--- config.mk ---
export PLATFORM = sky130hd
export DESIGN_NAME = evt_cmp_channel
export DESIGN_NICKNAME = d
export VERILOG_FILES = /design/src/rtl/evt_ch_pkg.sv /design/src/rtl/evt_ch_cmp.sv /design/src/rtl/evt_ch_regs.sv /design/src/rtl/evt_ch_evt.sv /design/src/rtl/evt_cmp_channel.sv
export SDC_FILE = /design/constraint.sdc
export NUM_CORES = 1
export LEC_CHECK = 0
export ABC_CLOCK_PERIOD_IN_PS = 4800
export BUFFER_PORTS_ARGS = -buffer_cell sky130_fd_sc_hd__buf_2
export CELL_PAD_IN_SITES_DETAIL_PLACEMENT = 0
export CELL_PAD_IN_SITES_GLOBAL_PLACEMENT = 2
export CORE_MARGIN = 2
export CORE_UTILIZATION = 30
export CTS_CLUSTER_DIAMETER = 100
export DETAILED_ROUTE_END_ITERATION = 10
export HOLD_SLACK_MARGIN = 0.1
export PLACE_DENSITY_LB_ADDON = 0.12
export SETUP_SLACK_MARGIN = 0.2
export SLEW_MARGIN = 20
export SYNTH_ARGS = -nofsm -noshare
export SYNTH_HDL_FRONTEND = slang
export SYNTH_SLANG_ARGS = --single-unit
export TNS_END_PERCENT = 30
--- constraint.sdc ---
create_clock -name clk -period 4.8 [get_ports clk]
set_clock_uncertainty 0.1 [all_clocks]
set_input_delay 0.48 -clock clk [delete_from_list [all_inputs] [get_ports clk]]
set_output_delay 0.48 -clock clk [all_outputs]
set_load 0.01 [all_outputs]
--- src/rtl/evt_ch_pkg.sv ---
package evt_ch_pkg;
    localparam int IDX_W      = 3;
    localparam int ROUTE_W    = 5;
    localparam int LEVEL_BIT  = 1;
    localparam int ENABLE_BIT = 2;
    localparam int PERIOD_BIT = 3;
    localparam int PCAP_BIT   = 4;
    localparam int WCAP_BIT   = 5;
    localparam int SETVAL_BIT = 6;
    localparam int NARROW_BIT = 8;
    localparam int ROUTE_LSB  = 9;
    localparam int CFG_USED_W = ROUTE_LSB + ROUTE_W;

    typedef struct packed {
        logic [ROUTE_W-1:0] route;
        logic               narrow;
        logic               setval;
        logic               periodic;
        logic               enable;
        logic               level;
    } cfg_t;

    typedef enum logic [IDX_W-1:0] {
        SLOT_CFG_LO = 3'd0,
        SLOT_CFG_HI = 3'd1,
        SLOT_CMP_LO = 3'd2,
        SLOT_CMP_HI = 3'd3,
        SLOT_RT_LO  = 3'd4,
        SLOT_RT_HI  = 3'd5,
        SLOT_RSV6   = 3'd6,
        SLOT_RSV7   = 3'd7
    } slot_e;

    function automatic cfg_t cfg_from_word(input logic [CFG_USED_W-1:0] w);
        cfg_t c;
        c.level    = w[LEVEL_BIT];
        c.enable   = w[ENABLE_BIT];
        c.periodic = w[PERIOD_BIT];
        c.setval   = w[SETVAL_BIT];
        c.narrow   = w[NARROW_BIT];
        c.route    = w[ROUTE_LSB +: ROUTE_W];
        return c;
    endfunction

    function automatic logic [CFG_USED_W-1:0] cfg_to_word(input cfg_t c);
        logic [CFG_USED_W-1:0] w;
        w = '0;
        w[LEVEL_BIT]            = c.level;
        w[ENABLE_BIT]           = c.enable;
        w[PERIOD_BIT]           = c.periodic;
        w[PCAP_BIT]             = 1'b1;
        w[WCAP_BIT]             = 1'b1;
        w[SETVAL_BIT]           = c.setval;
        w[NARROW_BIT]           = c.narrow;
        w[ROUTE_LSB +: ROUTE_W] = c.route;
        return w;
    endfunction
endpackage

--- src/rtl/evt_ch_cmp.sv ---
module evt_ch_cmp #(
    parameter  int DW = 32,
    localparam int CW = 2 * DW
) (
    input  logic [CW-1:0] cmp_i,
    input  logic [CW-1:0] cnt_i,
    input  logic          narrow_i,
    output logic          reached_o
);
    logic [CW-1:0] diff_w;
    logic [DW-1:0] diff_n;
    logic          hit_w;
    logic          hit_n;

    always_comb begin
        diff_w    = cmp_i - cnt_i;
        diff_n    = cmp_i[DW-1:0] - cnt_i[DW-1:0];
        hit_w     = diff_w[CW-1] || (diff_w == '0);
        hit_n     = diff_n[DW-1] || (diff_n == '0);
        reached_o = narrow_i ? hit_n : hit_w;
    end
endmodule

--- src/rtl/evt_ch_regs.sv ---
module evt_ch_regs
    import evt_ch_pkg::*;
#(
    parameter  int DW = 32,
    localparam int CW = 2 * DW
) (
    input  logic          clk,
    input  logic          rst_n,
    input  logic          wr_en,
    input  slot_e         wr_slot,
    input  logic [DW-1:0] wr_data,
    input  logic          reached,
    output cfg_t          cfg_o,
    output logic [CW-1:0] cmp_o,
    output logic [CW-1:0] per_o
);
    typedef struct packed {
        cfg_t          cfg;
        logic [CW-1:0] cmp;
        logic [CW-1:0] per;
    } st_t;

    st_t           st_d;
    st_t           st_q;
    logic [CW-1:0] sum_w;
    logic [DW-1:0] lo_v;

    always_comb begin
        st_d  = st_q;
        sum_w = st_q.cmp + st_q.per;
        lo_v  = wr_data;

        if (st_q.cfg.periodic && (st_q.per != '0) && reached) begin
            st_d.cmp = st_q.cfg.narrow ? {{DW{1'b0}}, sum_w[DW-1:0]} : sum_w;
        end

        if (wr_en) begin
            case (wr_slot)
                SLOT_CFG_LO: begin
                    st_d.cfg = cfg_from_word(wr_data[CFG_USED_W-1:0]);
                    if (wr_data[NARROW_BIT]) begin
                        st_d.cmp = {{DW{1'b0}}, st_q.cmp[DW-1:0]};
                        st_d.per = {{DW{1'b0}}, st_q.per[DW-1:0]};
                    end
                end
                SLOT_CMP_LO: begin
                    if (st_q.cfg.setval) begin
                        if (st_q.cfg.narrow) begin
                            st_d.cfg.setval = 1'b0;
                        end
                    end else if (st_q.cfg.periodic) begin
                        if (st_q.cfg.narrow) begin
                            lo_v[DW-1] = 1'b0;
                        end
                        st_d.per = {st_q.per[CW-1:DW], lo_v};
                    end
                    st_d.cmp = {st_q.cmp[CW-1:DW], lo_v};
                end
                SLOT_CMP_HI: begin
                    if (!st_q.cfg.narrow) begin
                        if (st_q.cfg.setval) begin
                            st_d.cfg.setval = 1'b0;
                        end else if (st_q.cfg.periodic) begin
                            st_d.per = {wr_data, st_q.per[DW-1:0]};
                        end
                        st_d.cmp = {wr_data, st_q.cmp[DW-1:0]};
                    end
                end
                default: begin
                end
            endcase
        end
    end

    always_ff @(posedge clk) begin
        if (!rst_n) begin
            st_q.cfg <= '0;
            st_q.cmp <= '1;
            st_q.per <= '0;
        end else begin
            st_q <= st_d;
        end
    end

    assign cfg_o = st_q.cfg;
    assign cmp_o = st_q.cmp;
    assign per_o = st_q.per;
endmodule

--- src/rtl/evt_ch_evt.sv ---
module evt_ch_evt (
    input  logic clk,
    input  logic rst_n,
    input  logic reached,
    input  logic oneshot_narrow,
    input  logic cnt_msb,
    output logic fire_o,
    output logic wrap_o
);
    typedef struct packed {
        logic seen;
        logic msb;
        logic fire;
        logic wrap;
    } ev_t;

    ev_t ev_d;
    ev_t ev_q;

    always_comb begin
        ev_d      = ev_q;
        ev_d.seen = reached;
        ev_d.msb  = cnt_msb;
        ev_d.fire = reached && !ev_q.seen;
        ev_d.wrap = oneshot_narrow && !ev_q.seen && ev_q.msb && !cnt_msb;
    end

    always_ff @(posedge clk) begin
        if (!rst_n) begin
            ev_q.seen <= 1'b1;
            ev_q.msb  <= 1'b0;
            ev_q.fire <= 1'b0;
            ev_q.wrap <= 1'b0;
        end else begin
            ev_q <= ev_d;
        end
    end

    assign fire_o = ev_q.fire;
    assign wrap_o = ev_q.wrap;
endmodule

--- src/rtl/evt_cmp_channel.sv ---
module evt_cmp_channel
    import evt_ch_pkg::*;
#(
    parameter  int DW = 32,
    localparam int CW = 2 * DW
) (
    input  logic               clk,
    input  logic               rst_n,
    input  logic               wr_en,
    input  logic [IDX_W-1:0]   wr_idx,
    input  logic [DW-1:0]      wr_data,
    input  logic [IDX_W-1:0]   rd_idx,
    output logic [DW-1:0]      rd_data,
    input  logic [CW-1:0]      count_i,
    output logic               fire_o,
    output logic               wrap_o,
    output logic               cfg_enable_o,
    output logic               cfg_level_o,
    output logic [ROUTE_W-1:0] cfg_route_o
);
    cfg_t          cfg_q;
    logic [CW-1:0] cmp_q;
    logic [CW-1:0] per_q;
    logic          reached;

    evt_ch_regs #(.DW(DW)) regs_i (
        .clk     (clk),
        .rst_n   (rst_n),
        .wr_en   (wr_en),
        .wr_slot (slot_e'(wr_idx)),
        .wr_data (wr_data),
        .reached (reached),
        .cfg_o   (cfg_q),
        .cmp_o   (cmp_q),
        .per_o   (per_q)
    );

    evt_ch_cmp #(.DW(DW)) cmp_i (
        .cmp_i     (cmp_q),
        .cnt_i     (count_i),
        .narrow_i  (cfg_q.narrow),
        .reached_o (reached)
    );

    evt_ch_evt evt_i (
        .clk            (clk),
        .rst_n          (rst_n),
        .reached        (reached),
        .oneshot_narrow (cfg_q.narrow && !cfg_q.periodic),
        .cnt_msb        (count_i[DW-1]),
        .fire_o         (fire_o),
        .wrap_o         (wrap_o)
    );

    always_comb begin
        case (slot_e'(rd_idx))
            SLOT_CFG_LO: rd_data = {{(DW-CFG_USED_W){1'b0}}, cfg_to_word(cfg_q)};
            SLOT_CFG_HI: rd_data = '1;
            SLOT_CMP_LO: rd_data = cmp_q[DW-1:0];
            SLOT_CMP_HI: rd_data = cmp_q[CW-1:DW];
            default:     rd_data = '0;
        endcase
    end

    assign cfg_enable_o = cfg_q.enable;
    assign cfg_level_o  = cfg_q.level;
    assign cfg_route_o  = cfg_q.route;
endmodule

Word-level counts from Yosys, hierarchy flattened
Index checks and enable logic that the tools add are counted.
{ "classes": {"add_sub_neg": 3, "n_eq_ne": 12, "muxes": 19, "bitwise_logic": 4, "reduce_logical": 24} }
{ "ops": {"columns": ["cell", "n"], "rows": [
  ["$mux W128", 3],
  ["$pmux W128 S3", 1],
  ["$mux W64", 4],
  ["$pmux W32 S4", 1],
  ["$add A64 B64 Y64", 1],
  ["$logic_not A64 Y1", 1],
  ["$mux W32", 2],
  ["$reduce_bool A64 Y1", 1],
  ["$sub A64 B64 Y64", 1],
  ["$logic_not A32 Y1", 1],
  ["$sub A32 B32 Y32", 1],
  ["$eq A3 B2 Y1 const B", 4],
  ["$ne A2 B2 Y1 const B", 4],
  ["$logic_and A1 B1 Y1", 7],
  ["$mux W1", 7],
  ["$reduce_and A7 Y1", 1],
  ["$logic_not A3 Y1", 2],
  ["$reduce_and A6 Y1", 1],
  ["$not A1 Y1", 4],
  ["$reduce_and A2 Y1", 2],
  ["$eq A3 B1 Y1 const B", 1],
  ["$logic_not A1 Y1", 3],
  ["$ne A3 B2 Y1 const B", 1],
  ["$ne A3 B3 Y1 const B", 1],
  ["other kinds (6)", 7]
]} }
{ "word_totals": {"register_bits": 142, "out_inout_bits": 41, "word_cells": 76} }

Logic depth before layout (Yosys ltp)
Gate-level depths: netlist of run 1.
{ "depth": {"depth_word": 9, "depth_mapped": 20, "depth_no_buf": 17} }

By module
A second synthesis of run 1 with hierarchy kept.
{ "unflattened": {"cells_unflattened": 2102, "area_unflattened_um2": 14815.5} }
{ "modules_own_cells": {"columns": ["mod", "instances", "cells_each", "area_per_inst_um2", "seq_area_each_um2"], "rows": [
  ["evt_ch_regs", 1, 1214, 9211.3, 2762.6],
  ["evt_ch_cmp", 1, 768, 4868.4, 0.0],
  ["evt_cmp_channel", 1, 111, 615.6, 0.0],
  ["evt_ch_evt", 1, 9, 120.1, 80.1]
]} }

Worst setup path after synthesis of run 1
No wires, ideal clock.
{ "synth_timing": {"kind": "in2reg", "from": "input count_i[0]", "to": "register regs_i.st_q (netlist bit regs_i.cmp_o[13])", "setup_time_ps": 122, "arrival_ps": 4578, "slack_ps": 0, "stages": 18, "n_path_buf": 2, "path_cell_list": "ha_1 > fa_1 > nor2b_1 > o221ai_2 > a21oi_2 > a31oi_2 > o21ai_0 > a31oi_1 > xor2_1 > o211ai_1 > or4_1 > or4_1 > o31ai_2 > nand2_1 > a21o_1 > buf_6 > buf_6 > a221o_1"} }
{ "synth_between": {"elab_chain_cells": 9, "elab_cells_between_ends": 13, "cone_classes": "2 x add/sub; 6 x mux; 5 x reduce/logical"} }
{ "synth_lines": {"columns": ["item", "line_no", "source"], "rows": [
  ["start: declaration", "evt_cmp_channel.sv:14", "input logic [CW-1:0] count_i,"],
  ["$sub A64 B64 Y64 / $sub A32 B32 Y32 (equally long branches)", "evt_ch_cmp.sv:16, evt_ch_cmp.sv:17", null],
  ["$logic_not A64 Y1 / $logic_not A32 Y1 (equally long branches)", "evt_ch_cmp.sv:18, evt_ch_cmp.sv:19", null],
  ["$logic_or A1 B1 Y1, on equally long branches", "evt_ch_cmp.sv:18, evt_ch_cmp.sv:19", null],
  ["$mux W1 (*)", "evt_ch_cmp.sv:20", "reached_o = narrow_i ? hit_n : hit_w;"],
  ["$logic_and A1 B1 Y1 (*)", "evt_ch_regs.sv:33", "if (st_q.cfg.periodic && (st_q.per != '0) && reached) begin"],
  ["$mux W64 (*)", "evt_ch_regs.sv:33", null],
  ["$mux W128, on equally long branches", "evt_ch_regs.sv:60, evt_ch_regs.sv:41", null],
  ["$pmux W128 S3", "evt_ch_regs.sv:38", "case (wr_slot)"],
  ["$mux W128 (*)", "evt_ch_regs.sv:37", "if (wr_en) begin"],
  ["end signal: assignment", "evt_ch_regs.sv:81", "st_q <= st_d;"],
  ["end: declaration", "evt_ch_regs.sv:24", "st_t st_q;"]
]} }
Every way passes the cells marked *; elsewhere a longest branch is shown, timed or not. The select of a mux whose other input is x is not followed.
A chain may end at the register's enable or synchronous reset.

Worst setup path in the final report of run 1
{ "layout_timing": {"from": "register regs_i.st_q (netlist bit regs_i.cmp_o[0])", "to": "register regs_i.st_q (netlist bit regs_i.cmp_o[6])"} }
{ "layout_between": {"elab_chain_cells": 9, "elab_cells_between_ends": 15, "cone_classes": "3 x add/sub; 7 x mux; 5 x reduce/logical"} }
{ "layout_lines": {"columns": ["item", "line_no"], "rows": [
  ["$sub A64 B64 Y64 / $sub A32 B32 Y32 (equally long branches)", "evt_ch_cmp.sv:16, evt_ch_cmp.sv:17"],
  ["$logic_not A64 Y1 / $logic_not A32 Y1 (equally long branches)", "evt_ch_cmp.sv:18, evt_ch_cmp.sv:19"],
  ["$logic_or A1 B1 Y1, on equally long branches", "evt_ch_cmp.sv:18, evt_ch_cmp.sv:19"],
  ["$mux W1", "evt_ch_cmp.sv:20"],
  ["$logic_and A1 B1 Y1", "evt_ch_regs.sv:33"],
  ["$mux W64 (*)", "evt_ch_regs.sv:33"],
  ["$mux W128, on equally long branches", "evt_ch_regs.sv:60, evt_ch_regs.sv:41"],
  ["$pmux W128 S3", "evt_ch_regs.sv:38"],
  ["$mux W128 (*)", "evt_ch_regs.sv:37"]
]} }
Marks and branches as above.

==> results.md, run 1 <==
- Status: finished, violations left
- Violated checks: setup timing
- Post-route antenna net violation count: 0
- Core area: roughly 0.049 mm2
- Lkg Pwr: between 9 and 10 nW
- Fillers: between 5,000 and 6,000
- CTS tree: done
- Total Die Area: between 0.05 and 0.06 mm2
- Synth Instances: 2,080
- Initial antenna violation count: 0
- GRT Overall Usage: between 20% and 30%
- CTS Buffer Depth: 2
- Final Critical Period: around 4.9 ns
- Clk sinks: ~140
- Avg Cell Area, Syn: 7.06 um2
- Row count: 81
- Crit path launch type: register
- Port bufs: roughly 150
- Post-Syn Nets: around 2,300
- Max Freq: between 200 and 250 MHz
- Worst-skew pair later-pin latency: roughly 0.45 ns
- Slew HR: between 40 and 50%
- PwrDens: 246 mW/mm2
- RePlAce Congestion: around 0.94
- EDFF count, synth: 0
- CP Class: reg -> reg
- Synth warn: 0
- R2R Setup Slk: -0.12 ns
- Worst setup slack after layout: -0.121 ns
- Asr flop ratio synth: 0%
- Fin crit share: 103%
- Vias per cell: about 5.5
- CP Data Required Time: between 5 and 6 ns
- Cell area after layout: 0.0199 mm2
- Number of max-cap violations: 0
- Clock slew at reported path FFs: about 0.060 ns
- First-pass GRT wire length: between 100 and 150 mm
- Vias in the first global route: roughly 17,000
- Die width: ~230 um
- Area post-placement: between 0.015 and 0.02 mm2
- Yosys cell types: 88
- Area grow syn2layout: 35.5%
- Starting Density: between 30 and 40%
- DP HPWL: a little under 60 mm
- Peak VDD IR: 0.271 mV
- H-tree levels: 4
- Final setup fails: 38
- CP arrival: just over 5 ns
- Final Net Count: ~2,800
- Initial drt markers: around 1,300
- Synthesis-stage register bit count: approximately 140
- Critical path capture point type: register
- CTS buffer count: 17
- Sequential fraction of the synthesis area: 19.4%
- Routed WL per cell: 22.8 um
- Netlist Area Pre-Place: around 0.015 mm2
- Total Wirelength: between 70 and 80 mm
- Commonest non-fill, non-tap cells in the layout: buf_4, nand2_1, a21oi_1, buf_2, nor2_1
- Drt first pass iters: 7
- Commonest non-fill, non-tap cell in the layout: buf_4
- FF+latch area: approximately 0.0029 mm2
- RSZ-0062 raised after global routing: true
- Worst Hold Class: in -> reg
- Pre-CTS WS: -0.608 ns
- GR Overflow Total: 0
- Multi-input gate area: 0.0114 mm2
- Share of cells above drive strength 1: 27.8%
- Ys flop type: dfxtp_1
- Worst Tran Pin Value: 0.837 ns
- CTS root buf: clkbuf_16
- DRC violations left: 0
- Total number of vias: 17,200
- I/O pin count: around 150
- Die height: ~230 um
- Slew Viols, Final: 0
- Crit-path max FO: 29
- Pin count of the biggest net entering global routing: 47
- Final hold vios: 0
-- metrics by stage --
stage / total power [mW] / TNS, ns / utilization [%] / hold WS (ns) / std cells
floorplan: 2.34 / 0 / - / 0.310 / 2080
detailed placement: 3.31 / -33.92 / 38.7 / 0.382 / 3118
global route: 5.13 / -8.27 / 40.9 / 0.227 / 3158
finish: 4.89 / -3.24 / 40.9 / 0.231 / 3159
global placement: 3.32 / -30.37 / 38.7 / 0.368 / 3118
CTS: 4.86 / -0.757 / 40.3 / 0.224 / 3154
-- report_power, final --
part | switching, mW | total (mW) | internal, mW
combinational | 1.15 | 2.09 | 0.937
sequential | 0.0700 | 1.30 | 1.23
clock | 0.562 | 1.51 | 0.944
-- cells by family (layout without fill, tap and decap cells) --
logic type               after synthesis  after routing  synth area share, %
flip-flops                           142            142                 19.4
AND/OR/NAND/NOR                      767            767                 24.2
AO/OA/AOI/OAI                        696            697                 31.9
other                                  0              1                    0
XOR/XNOR                              88             88                 5.25
buffers and inverters                227            682                 6.14
adder cells (fa/ha/maj)              128            128                 11.0
multiplexers                          32             32                 2.22
-- final timing paths --
path / start / to / cells after the start
worst max-delay path: regs_i.cmp_o[0] / regs_i.cmp_o[6] / 18
worst min-delay path: count_i[31] / evt_i.wrap_o / 2
worst max register to register: regs_i.cmp_o[0] / regs_i.cmp_o[6] / 18
worst min register to register: evt_i.ev_q[2] / evt_i.wrap_o / 2
-- critical path: stages (launching register included) --
cell and delay [ns]:
dfxtp_4 0.37, inv_4 0.05, ha_4 0.15, fa_2 0.37, nor2b_4 0.15, o221ai_4 0.17
a21oi_4 0.24, a31oi_4 0.17, a31oi_4 0.21, a22o_1 0.22, mux2_4 0.17, o22ai_1 0.09
or4_4 0.54, or4_4 0.57, o31ai_4 0.36, nand2_4 0.12, a21o_1 0.20, buf_12 0.17
a221o_1 0.36
-- cells in the mapped netlist (10+ instances only) --
library cell | n | area share (%)
a211oi_1 | 31 | 1.6
xor2_1 | 35 | 2.1
a31oi_1 | 18 | 0.77
a21o_1 | 59 | 3.0
dfxtp_1 | 142 | 19
o211ai_1 | 20 | 1.0
clkbuf_1 | 107 | 2.7
inv_1 | 99 | 2.5
o21ai_0 | 116 | 4.0
xnor2_1 | 53 | 3.2
o21a_1 | 22 | 1.1
and2_1 | 14 | 0.60
buf_2 | 13 | 0.44
mux2i_1 | 28 | 1.9
a221o_1 | 44 | 3.0
nand2b_1 | 22 | 0.94
a21boi_0 | 80 | 4.1
a21oi_1 | 187 | 6.4
ha_1 | 126 | 11
nor2_1 | 137 | 3.5
nand3_1 | 68 | 2.3
nor2b_1 | 11 | 0.47
and3_1 | 18 | 0.77
a22oi_1 | 10 | 0.51
nor3_1 | 27 | 0.92
o21ai_1 | 10 | 0.34
nor4_1 | 26 | 1.1
a2bb2oi_1 | 11 | 0.66
nand4_1 | 43 | 1.8
nand2_1 | 350 | 8.9
-- metal layers --
metal  track usage, %  routed length, um
met1             38.1              33200
met2             47.1              33200
met3             2.37               3410
met4             8.99               2240
met5                0                  0
-- area by class of cell --
cell class | instances | area share, %
clock inverter | 11 | 0.949
inverter | 99 | 1.88
timing repair buffer | 552 | 19.3
multi-input combinational | 1712 | 57.2
tap | 622 | 3.91
sequential | 142 | 14.5
antenna | 1 | 0.0126
clock buffer | 20 | 2.29
-- repair_timing --
item,in CTS,in global routing
pin swaps,11,25
hold endpoints to repair,0,0
buffers inserted,4,3
hold buffers,0,0
gates resized for setup,40,61
gates cloned,1,1
setup endpoints to repair,65,65
-- sequential cells by signal, indices dropped and copies added (netlist names) --
signal,flops
regs_i.cmp_o,64
regs_i.per_o,64
regs_i.cfg_o,10
evt_i.wrap_o,1
evt_i.ev_q,2
evt_i.fire_o,1
No activity file was read; power rests on OpenSTA's default activity.
==> run 2: changes to the inputs <==
- SETUP_SLACK_MARGIN: 0.2 -> 0.4
- SLEW_MARGIN: 20 -> 0
==> run 2 against run 1 <==
Effect of this change: the flow still finishes with violations (setup timing); hold slack improved by 0.0061 ns; design area shrank 0.74%; die area unchanged; largest power group unchanged; flip-flop and latch count is the same; setup slack got worse by 0.18 ns; maximum frequency down 3.6%; power shrank 6.3%; clock power decreased by 19%; sequential share of layout area barely moved; sequential power hardly changed.
==> results.md, run 2 (synthesis results as in run 1) <==
- First-pass GRT wire length: 106 mm (+0.31%)
- DP HPWL: 58.7 mm (-0.40%)
- RePlAce Congestion: 0.926 (-1.4%)
- Met1 Track Usage GR: 38.2% (+0.086 points)
- Reg-to-Reg End: regs_i.cmp_o[28]
- Fillers: 5,202 (+1.4%)
- Worst Hold Class: in -> reg
- Violated checks: setup timing
- I/O pin count: 146 (unchanged)
- Total Die Area: 0.0507 mm2 (unchanged)
- CP Class: reg -> reg
- Die height: 225 um (unchanged)
- Final Critical Period: 5.10 ns (+0.182 ns)
- Util after Layout: 40.6% (-0.30 points)
- Top Usage Layer GRT: met2
- Total number of vias: 17,300 (+0.55%)
- Fin crit share: 106% (+3.8 points)
- Max Freq: 196 MHz (-3.6%)
- Hold slack final: 0.237 ns (+0.00607 ns)
- Post-route antenna net violation count: 0 (unchanged)
- CTS root buf: clkbuf_16
- Port bufs: 145 (unchanged)
- R2R Setup Slk: -0.30 ns (-0.18 ns)
- Worst-path cell chain: ha_1, buf_4, nand2_1, o221ai_1, and2_1, a31oi_4, a31oi_4, a22o_1, nor4b_1, o22ai_1, or4_1, or4_4, o31ai_4, nand2_4, a21o_4, clkbuf_16, a221o_1
- Drt first pass iters: 6 (-1)
- Diode count: 0 (-1)
- Core area: 0.0486 mm2 (unchanged)
- Worst stage delay on the critical path: 0.56 ns (about the same)
- CP arrival: 5.34 ns (+0.19 ns)
- Clk sinks: 142 (unchanged)
- RR Startpoint: regs_i.cmp_o[8]
- Number of max-cap violations: 0 (unchanged)
- PwrDens: 232 mW/mm2 (-5.6%)
- Routed WL per cell: 23.1 um (+1.4%)
- Met2 usage: 47.0% (about the same)
- Crit-path max FO: 14 (-52%)
- Peak VDD IR: 0.274 mV (+1.2%)
- Pin count of the biggest net entering global routing: 98 (+110%)
- Overall power: 4.58 mW (-6.3%)
- H-tree levels: 4 (unchanged)
- CTS tree: done
- Hold Crit Depth: 3 (+1)
- Commonest non-fill, non-tap cells in the layout: buf_4, nand2_1, a21oi_1, buf_2, nor2_1
- Die width: 225 um (unchanged)
- Worst setup slack after layout: -0.303 ns (-0.182 ns)
- Status: finished, violations left
- Total Wirelength: 72.8 mm (+0.96%)
- CP Data Required Time: 5.04 ns (about the same)
- Initial drt markers: 1,294 (-3.9%)
- Commonest non-fill, non-tap cell in the layout: buf_4
- CTS buffer count: 17 (unchanged)
- Vias per cell: 5.52 (+1.0%)
- Starting Density: 30.2% (unchanged)
- CP max-delay cell: or4_1
- Path depth of the worst reg2reg path: 17 (-1)
- HP Start: wr_data[4]
- Critical path capture point type: register
- Initial antenna violation count: 1 (+1)
- Hold-fix buffers, CTS: 0 (unchanged)
- Area grow syn2layout: 34.5%
- Share of cells above drive strength 1: 26.9% (-0.96 points)
- M3 GR Usage: 3.34% (+0.96 points)
- Slew Viols, Final: 0 (unchanged)
- Clock slew at reported path FFs: 0.06 ns (about the same)
- Worst Tran Pin Value: 1.19 ns (+0.353 ns)
- GR Overflow Total: 0 (unchanged)
- Final Net Count: 2,743 (-0.51%)
- Pre-CTS WS: -0.588 ns (+0.0201 ns)
- Final setup fails: 63 (+66%)
- CTS Buffer Depth: 2 (unchanged)
- Crit path launch type: register
- Cell area after layout: 0.0198 mm2 (-0.74%)
- GRT Overall Usage: 28.3% (+0.24 points)
- Final hold vios: 0 (unchanged)
- Slew HR: 20.1% (-24 points)
- Worst-skew pair later-pin latency: 0.45 ns (about the same)
- Vias in the first global route: 16,900 (-0.17%)
- Row count: 81 (unchanged)
- Area post-placement: 0.0187 mm2 (-0.65%)
- Worst hold endpoint: regs_i.per_o[4]
- RSZ-0062 raised after global routing: true
- Most used cell, CP: a31oi_4
- DRC violations left: 0 (unchanged)
- Lkg Pwr: 9.01 nW (-0.48%)
## run 2: cell types whose count changed in the layout (fill, tap and decap cells not counted), sizes merged
cell      delta
a21o         -1
bufbuf       +1
buf         -16
clkinv       +3
clkbuf       +5
bufinv       -5
diode        -1
clkinvlp     -1
## run 2: power by group
| group | total [mW] | internal [mW] | switching (mW) |
|---|---|---|---|
| combinational | 2.06 | 0.917 | 1.15 |
| sequential | 1.29 | 1.23 | 0.0695 |
| clock | 1.22 | 0.677 | 0.545 |
| total | 4.58 | 2.82 | 1.76 |
## run 2: metrics by stage
stage | TNS (ns) | cells
6_report | -13.94 | 3144
4_1_cts | -6.43 | 3140
3_5_place_dp | -33.46 | 3100
3_3_place_gp | -35.12 | 3100
5_1_grt | -20.42 | 3144
2_1_floorplan | 0 | 2080
## run 2: critical path: cells and delay by family (launching register included)
family,cells,cell delay (ns)
compound gates,8,1.89
simple gates,6,1.82
flops,1,0.47
buf+inv,2,0.36
fa+ha+maj,1,0.33
## run 2: cell type report
class	count	area [um2]	share of cell area, %
timing repair buffer	539	3880	19.7
inverter	99	374	1.89
tap	622	778	3.94
clock buffer	23	468	2.37
multi-input combinational	1711	11300	57.4
sequential	142	2860	14.5
clock inverter	8	42.5	0.215
## run 2: worst max-delay path by stage
| stage | start | end | depth (start not counted) |
|---|---|---|---|
| finish | regs_i.cmp_o[8] | regs_i.cmp_o[28] | 17 |
| floorplan | count_i[0] | regs_i.cmp_o[13] | 18 |
| detailed placement | count_i[27] | regs_i.cmp_o[21] | 19 |
| global route | regs_i.cmp_o[8] | regs_i.cmp_o[23] | 16 |
| CTS | regs_i.cmp_o[0] | regs_i.cmp_o[9] | 19 |
| global placement | count_i[27] | regs_i.cmp_o[43] | 18 |
## run 2: layer usage
| layer | vias up | wire length, um |
|---|---|---|
| met3 | 71 | 3740 |
| met2 | 496 | 33500 |
| met5 | - | 18 |
| met4 | 2 | 2050 |
| met1 | 8342 | 33500 |
| li1 | 8429 | - |
## run 2: repair_timing
action / CTS / global route
resized for setup: 57 / 43
setup endpoints to repair: 66 / 66
pin swaps: 16 / 23
cloned: 3 / 2
buffers inserted: 6 / 2
==> run 3: changes to the inputs <==
- BUFFER_PORTS_ARGS: -buffer_cell sky130_fd_sc_hd__buf_2 -> -buffer_cell sky130_fd_sc_hd__buf_4
- CAP_MARGIN: default -> 20
- CTS_CLUSTER_DIAMETER: 100 -> 200
==> run 3 against run 2 <==
Effect of this change: design area up 4.1%; maximum frequency up 4.6%; via count down 0.22%; critical path depth up 1; count of clock-buffer cells in the layout down 3; combinational power up 5%; the run still ends with setup timing left; final cell count up 0.48%; register-to-register slack better by 0.22 ns; critical path type unchanged.
==> results.md, run 3 (synthesis results as in run 1) <==
- Status: finished, violations left
- Violated checks: setup timing
- Top Family by Delay on Critical Path: compound AO/OA/AOI/OAI gates
- Core area: 0.0486 mm2 (unchanged)
- Initial drt markers: 1,351 (+4.4%)
- CTS tree: done
- CP Data Required Time: 5.03 ns (about the same)
- Commonest non-fill, non-tap cells in the layout: buf_4, nand2_1, a21oi_1, nor2_1, dfxtp_1
- Slew HR: 50.2% (+30 points)
- I/O pin count: 146 (unchanged)
- Sw Share: 36.2% (-2.2 points)
- Drt first pass iters: 6 (unchanged)
- Pin count of the biggest net entering global routing: 64 (-35%)
- Hold slack final: 0.206 ns (-0.0307 ns)
- Worst Tran Pin Value: 0.747 ns (-0.442 ns)
- CTS Buffer Depth: 2 (unchanged)
- Die height: 225 um (unchanged)
- Final setup fails: 29 (-54%)
- CP max-delay cell: or4_1
- Total number of vias: 17,300 (-0.22%)
- CTS buffer count: 17 (unchanged)
- Fin crit share: 102% (-4.7 points)
- Row count: 81 (unchanged)
- Critical path buffers and inverters: 2 (unchanged)
- Peak VDD IR: 0.256 mV (-6.7%)
- RSZ-0062 raised after global routing: true
- CTS root buf: clkbuf_16
- Net Sw Power: 1.82 mW (+3.0%)
- Final Net Count: 2,753 (+0.36%)
- Critical path capture point type: register
- Area post-placement: 0.0191 mm2 (+2.2%)
- Total Wirelength: 72.9 mm (+0.18%)
- Final Instance Count excl. Fillers: 3,159 (+0.48%)
- Setup TNS: -1.49 ns (+12.45 ns)
- GRT Overall Usage: 28.1% (-0.21 points)
- Number of max-cap violations: 0 (unchanged)
- Crit-path max FO: 14 (unchanged)
- H-tree levels: 4 (unchanged)
- First-pass GRT wire length: 106 mm (-0.48%)
- Clk sinks: 142 (unchanged)
- Worst-path cell chain: inv_4, ha_4, fa_2, nor2b_4, o221ai_4, a21oi_4, a31oi_4, a31oi_4, a22o_1, mux2_4, o22ai_2, or4_1, or4_4, o31ai_4, nand2_2, a21o_4, clkbuf_16, a221o_1
- Pre-CTS WS: -0.551 ns (+0.0372 ns)
- Commonest non-fill, non-tap cell in the layout: buf_4
- Comb pwr share: 43.3% (-1.8 points)
- Worst stage delay on the critical path: 0.53 ns (-0.03 ns)
- Crit path launch type: register
- Routed WL per cell: 23.1 um (-0.29%)
- Clock slew at reported path FFs: 0.06 ns (about the same)
- Max Freq: 205 MHz (+4.6%)
- Placed insts: 3,106 (+0.19%)
- PwrDens: 244 mW/mm2 (+5.1%)
- Vias per cell: 5.48 (-0.69%)
- Total Die Area: 0.0507 mm2 (unchanged)
- Area grow syn2layout: 40.1%
- Starting Density: 30.2% (unchanged)
- Overall power: 5.01 mW (+9.4%)
- RePlAce Congestion: 0.923 (-0.30%)
- Worst Hold Class: in -> reg
- Worst setup slack after layout: -0.0792 ns (+0.223 ns)
- CP Class: reg -> reg
- CP arrival: 5.11 ns (-0.23 ns)
- Cell area after layout: 0.0206 mm2 (+4.1%)
- Port bufs: 145 (unchanged)
- Power Internal: 3.20 mW (+13%)
- Die width: 225 um (unchanged)
- Most used cell, CP: a31oi_4
- Final hold vios: 0 (unchanged)
- DP HPWL: 59.1 mm (+0.73%)
- Clock Power Share: 30.8% (+4.1 points)
- Vias in the first global route: 17,100 (+0.79%)
- Hold-fix buffers, CTS: 0 (unchanged)
- DRC violations left: 0 (unchanged)
- Post-route antenna net violation count: 0 (unchanged)
- Slew Viols, Final: 0 (unchanged)
- Worst-skew pair later-pin latency: 0.45 ns (about the same)
- GR Overflow Total: 0 (unchanged)
- Share of cells above drive strength 1: 29.2% (+2.3 points)
- Lkg Pwr: 9.23 nW (+2.4%)
- Initial antenna violation count: 1 (unchanged)
- Seq pwr share: 25.9% (-2.4 points)
- Util after Layout: 42.3% (+1.7 points)
- Final Critical Period: 4.88 ns (-0.223 ns)
[run 3: path summary, 6_finish.rpt]
path,endpoint,slack (ns),cells after the start,from
hold / removal,evt_i.wrap_o,0.21,2,count_i[31]
setup / recovery,regs_i.cmp_o[25],-0.08,18,regs_i.cmp_o[0]
setup reg to reg,regs_i.cmp_o[25],-0.08,18,regs_i.cmp_o[0]
hold reg to reg,regs_i.cfg_o[9],0.38,2,regs_i.cfg_o[9]
[run 3: timing repair]
action | in CTS | in global routing
pin swaps | 49 | 53
setup endpoints to repair | 66 | 66
gates resized for setup | 93 | 62
setup buffers | 9 | 5
cloned | 1 | 2
[run 3: area by class of cell]
cell class,count,area [um2]
clock inverters,12,215
clock buffers,20,447
multi-input cells,1712,11600
well taps,622,778
repair buffers,548,4260
flip-flops and latches,142,2880
diodes,4,10.0
fillers,5101,28100
inverters,99,374
[run 3: power by group through the flow]
stage               combinational (mW)  clock [mW]  sequential, mW
floorplan                         1.05           0            1.29
global placement                  2.02           0            1.32
detailed placement                2.03           0            1.32
CTS                               2.09        1.57            1.29
global route                      2.33        1.61            1.30
finish                            2.17        1.54            1.30
[run 3: routing by layer]
| metal | vias up | track usage, % | routed length, um |
|---|---|---|---|
| li1 | 8460 | - | - |
| met1 | 8243 | 37.1 | 33200 |
| met2 | 507 | 46.1 | 33400 |
| met3 | 92 | 4.00 | 3760 |
| met4 | 0 | 11.0 | 2610 |
| met5 | - | 0 | 0 |
[run 3: worst reg2reg max path, delay by kind of cell (launching register included)]
family | cells | cell delay [ns]
DFF | 1 | 0.38
adders and majority gates | 2 | 0.52
buffers and inverters | 2 | 0.24
AOI/OAI and AO/OA | 9 | 2.06
muxes | 1 | 0.18
and+or+nand+nor | 4 | 1.30
